File: config.mk
export PLATFORM = sky130hd
export DESIGN_NAME = tri_read_regbank
export DESIGN_NICKNAME = d
export VERILOG_FILES = /design/src/rtl/tri_read_regbank.sv
export SDC_FILE = /design/constraint.sdc
export NUM_CORES = 2
export LEC_CHECK = 0
export BUFFER_PORTS_ARGS = -buffer_cell sky130_fd_sc_hd__buf_2
export CAP_MARGIN = 20
export CORE_ASPECT_RATIO = 1.4
export CORE_UTILIZATION = 30
export DETAILED_ROUTE_END_ITERATION = 10
export SLEW_MARGIN = 20
export SYNTH_ARGS = -nofsm -noshare
export SYNTH_HDL_FRONTEND = slang
export SYNTH_SLANG_ARGS = --single-unit
File: constraint.sdc
create_clock -name clk -period 3 [get_ports clk]
set_input_delay 0.15 -clock clk [delete_from_list [all_inputs] [get_ports clk]]
set_output_delay 0.15 -clock clk [all_outputs]
set_load 0.005 [all_outputs]
File: src/rtl/tri_read_regbank.sv
module tri_read_regbank #(
  parameter int DATA_W = 32,
  parameter int ADDR_W = 5,
  parameter int HI_IDX = 30,
  parameter int LO_IDX = 31
) (
  input  logic                clk,
  input  logic                rst,
  input  logic [ADDR_W-1:0]   rd_addr_a,
  input  logic [ADDR_W-1:0]   rd_addr_b,
  input  logic [ADDR_W-1:0]   rd_addr_c,
  output logic [DATA_W-1:0]   rd_data_a,
  output logic [DATA_W-1:0]   rd_data_b,
  output logic [DATA_W-1:0]   rd_data_c,
  input  logic                wr_en,
  input  logic [ADDR_W-1:0]   wr_addr,
  input  logic                wr_sel_mem,
  input  logic [DATA_W-1:0]   alu_result,
  input  logic [DATA_W-1:0]   mem_rdata,
  input  logic                mul_en,
  input  logic [2*DATA_W-1:0] mul_result
);
  localparam int NREGS = 1 << ADDR_W;

  logic [DATA_W-1:0] regs [NREGS];
  logic [DATA_W-1:0] wdata;

  assign wdata = wr_sel_mem ? mem_rdata : alu_result;

  assign rd_data_a = regs[rd_addr_a];
  assign rd_data_b = regs[rd_addr_b];
  assign rd_data_c = regs[rd_addr_c];

  // Product write is placed last so it overrides a general write to Hi/Lo.
  always_ff @(negedge clk) begin
    if (rst) begin
      for (int i = 0; i < NREGS; i++) regs[i] <= '0;
    end else begin
      if (wr_en) regs[wr_addr] <= wdata;
      if (mul_en) begin
        regs[HI_IDX] <= mul_result[2*DATA_W-1:DATA_W];
        regs[LO_IDX] <= mul_result[DATA_W-1:0];
      end
    end
  end


  hilo_load_chk: assert property (@(negedge clk) disable iff (rst)
    mul_en |=> (regs[HI_IDX] == $past(mul_result[2*DATA_W-1:DATA_W]))
            && (regs[LO_IDX] == $past(mul_result[DATA_W-1:0])));


  mem_source_chk: assert property (@(negedge clk) disable iff (rst)
    (wr_en && wr_sel_mem && !mul_en) |=> regs[$past(wr_addr)] == $past(mem_rdata));


  alu_source_chk: assert property (@(negedge clk) disable iff (rst)
    (wr_en && !wr_sel_mem && !mul_en) |=> regs[$past(wr_addr)] == $past(alu_result));


  hold_chk: assert property (@(negedge clk) disable iff (rst)
    (!wr_en && !mul_en) |=> regs[$past(rd_addr_a)] == $past(rd_data_a));
endmodule

# == Word level (Yosys, flattened, before mapping) ==
# Memory sizes are Yosys's and may differ from the RTL's.
# Index checks and enable logic that the tools add are counted.
# word_totals
register_bits,0
ram_bits,1024
inputBits,153
output_inout_bits,96
word_cells,26
mem_count,1
# op_classes
eq_ne,2
n_mux,14
n_bitwise,8
reduce_logical,1
# memory_table
name,depth,width,read_ports,rd_clocked_by_memory_dff,wr,line,rtl
regs,32,32,3,0,32,25,logic [DATA_W-1:0] regs [NREGS];
# ops
cell,n
$mux W32,4
$reduce_or A32 Y1,1
$eq A5 B5 Y1 const B,2
$mux W1,9
$mux W5,1
$and A1 B1 Y1,4
$not A1 Y1,2
$or A1 B1 Y1,2

# == Logic depth before layout (Yosys ltp) ==
# depth
depth_word,9
ltp_mapped,8
mapped_depth_nobuf,5

==> results.ini <==
[status]
outcome = finished, violations left
violations = setup timing

[run]
cap_violations = 0

[die]
die_y_um = 542
die_w_um = 388
die_area_um2 = 210000
row_count = 197
core_um2 = 207000
initial_core_util_pct = 30.3
pin_count = 249

[place]
dp.final_hpwl_um = 164000
gp_congestion = 0.928
port_buffers = 248
place_inst = 8770

[drt]
drc = 0
route.met2.wl_um = 121000
wl_met1_um = 93400
drt_wl_total_um = 249000
first_pass_iters = 10
avgViaCountPerCell = 5.71
highest_layer = met5
wl_met3_um = 23700
antenna_left = 0
drt_iter0_drc = 6791
route.vias.total = 56651
avgRoutedWirePerCell_um = 25.1

[cells_and_area]
synthToLayoutAreaGrowth_pct = 29.4
top_regs = regs x1024
drive_gt1_share_pct = 16.9
largest_reg_flops = 1024
regMostFlops = regs
layout_commonest_cell = mux2i_1
final_cell_mix = mux2i_1 (1,535), inv_1 (1,034), edfxtp_1 (1,024)
nets = 7298
fin_cells = 9914

[logic_synthesis]
ys_warn_count = 0
syn-cell-area_um2 = 62500
syn_avg_cell_area_um2 = 10.6
ys_types = 29
syn_inst = 5907
ys_seq_area_share_pct = 49.2
ys_ff_latch = 1024
syn-num-nets = 6060

[global_route]
grt_pass1_vias = 58264
grt_pass1_wl_um = 358000
antenna_found_initial = 11
grt.total_usage_pct = 22.7
grt_max_degree = 81
gr-total-overflow = 0

[sta]
setup_violations = 96
setup_ws_ns = -0.910
slew_violations = 0
setup_tns_ns = -74.08
tightest_slew_ns = 0.692
hold_slack_ns = 1.12
finalHoldViolCount = 0
rsz0062_at_grt = yes
slew_headroom_pct = 53.8

[worst_setup_path]
cp_slowest_cell = edfxtp_1
crit_top_cell = buf_6
path_cells = buf_4 -> mux2i_1 -> a22o_1 -> nor3_2 -> a31oi_4 -> nand3_2 -> buf_6 -> buf_6
start_kind = register
worstPathArrival_ns = 3.76
cp_top_family = buffers and inverters
endpoint_kind = output port
slowest_delay_ns = 0.41
path_class = register to output port
path_max_fanout = 3
path_buf_inv = 3
required_ns = 2.85

[pwr]
power_density_nw_per_um2 = 543
ir_worst_vdd_mv = 0.517
p_leak_nw = 36.6

[min_path]
hold_class = primary input to output port

[clock_network]
cts_buffers = 98
cts_sinks = 1024
cts_root_buf = clkbuf_16
cts_tree = yes
cts.clk_slew.worst_paths_ns = 0.03
ctsHtreeMaxLevel = 3
clock_path_buffers = 3

tightest hold or removal path, stage by stage:
cell,delay (ns)
buf_2,0.16
nor2_4,0.08
buf_4,0.21
nand2_1,0.08
a31oi_1,0.07
nand3_1,0.09
buf_2,0.12
what timing repair did:
item,CTS,global route
setup buffers,5,7
hold buffers,0,0
hold endpoints to repair,0,0
setup endpoints to repair,96,96
resized for setup,340,60
pin swaps,131,109
cloned,0,0
cell type report:
type	count	area, µm²
clock buffer	103	2580
sequential	1024	30700
antenna	3	7.51
clock inverter	1101	4790
timing repair buffer	700	7390
fill	19813	126000
tap	2686	3360
multi-input combinational	4297	32100
per-layer routing:
layer / GRT usage [%] / vias to the layer above
met1: 26.9 / 27869
met3: 4.92 / 807
met2: 37.5 / 3630
met5: 0 / -
li1: - / 24343
met4: 13.6 / 2
cell families (layout without fill, tap and decap cells):
group,count (synthesis),in the layout,share of synthesized area [%]
mux,1568,1568,25.1
flops,1024,1024,49.2
compound gates,928,928,9.92
simple gates,1801,1801,11.9
buf+inv,586,1904,3.93
other cells,0,3,0
synthesized netlist by cell type:
master    number  area (µm²)
a31oi_1       96         601
buf_1         31         116
nor3b_2        1        12.5
and3_1         1        6.26
a21oi_1      288        1440
nor3_1        97         485
nor4b_2        1        15.0
edfxtp_1    1024       30700
o21ai_0       64         320
buf_2        205        1030
nor3b_1        3        22.5
nor2_1       965        3620
nor2b_1        7        43.8
and3b_1        2        17.5
a22oi_1      288        2160
nand3b_1       1        7.51
nand2_1      390        1460
nor3_4         1        16.3
a22o_1       192        1680
or2_2          3        18.8
clkbuf_1     348        1310
and3_4         1        11.3
and2_1         3        18.8
nand2b_1      36         225
inv_1          1        3.75
nand3_1      288        1440
mux2i_1     1568       15700
nor4bb_1       1        10.0
clkbuf_2       1        5.00
through the flow:
stage / worst slack [ns] / total power, mW / area [µm²] / util (%)
2_1_floorplan: -0.196 / 23.0 / 63000 / -
3_3_place_gp: -0.384 / 26.0 / 71600 / 34.7
3_5_place_dp: -0.375 / 26.2 / 71600 / 34.7
4_1_cts: -0.881 / 44.1 / 80700 / 39.0
5_1_grt: -0.985 / 46.1 / 80900 / 39.2
6_report: -0.910 / 44.0 / 80900 / 39.2
report_power, final:
group | switching (mW) | internal (mW) | leakage [nW]
registers | 0.685 | 16.7 | 9.82
logic | 4.36 | 2.95 | 19.6
clock network | 9.54 | 9.74 | 7.19
final timing paths:
kind	start	cells past startpoint	slack, ns	end
max	regs[1][17]	8	-0.91	rd_data_c[17]
min	rd_addr_c[2]	7	1.12	rd_data_c[5]
Power figures use the tool's default switching activity.
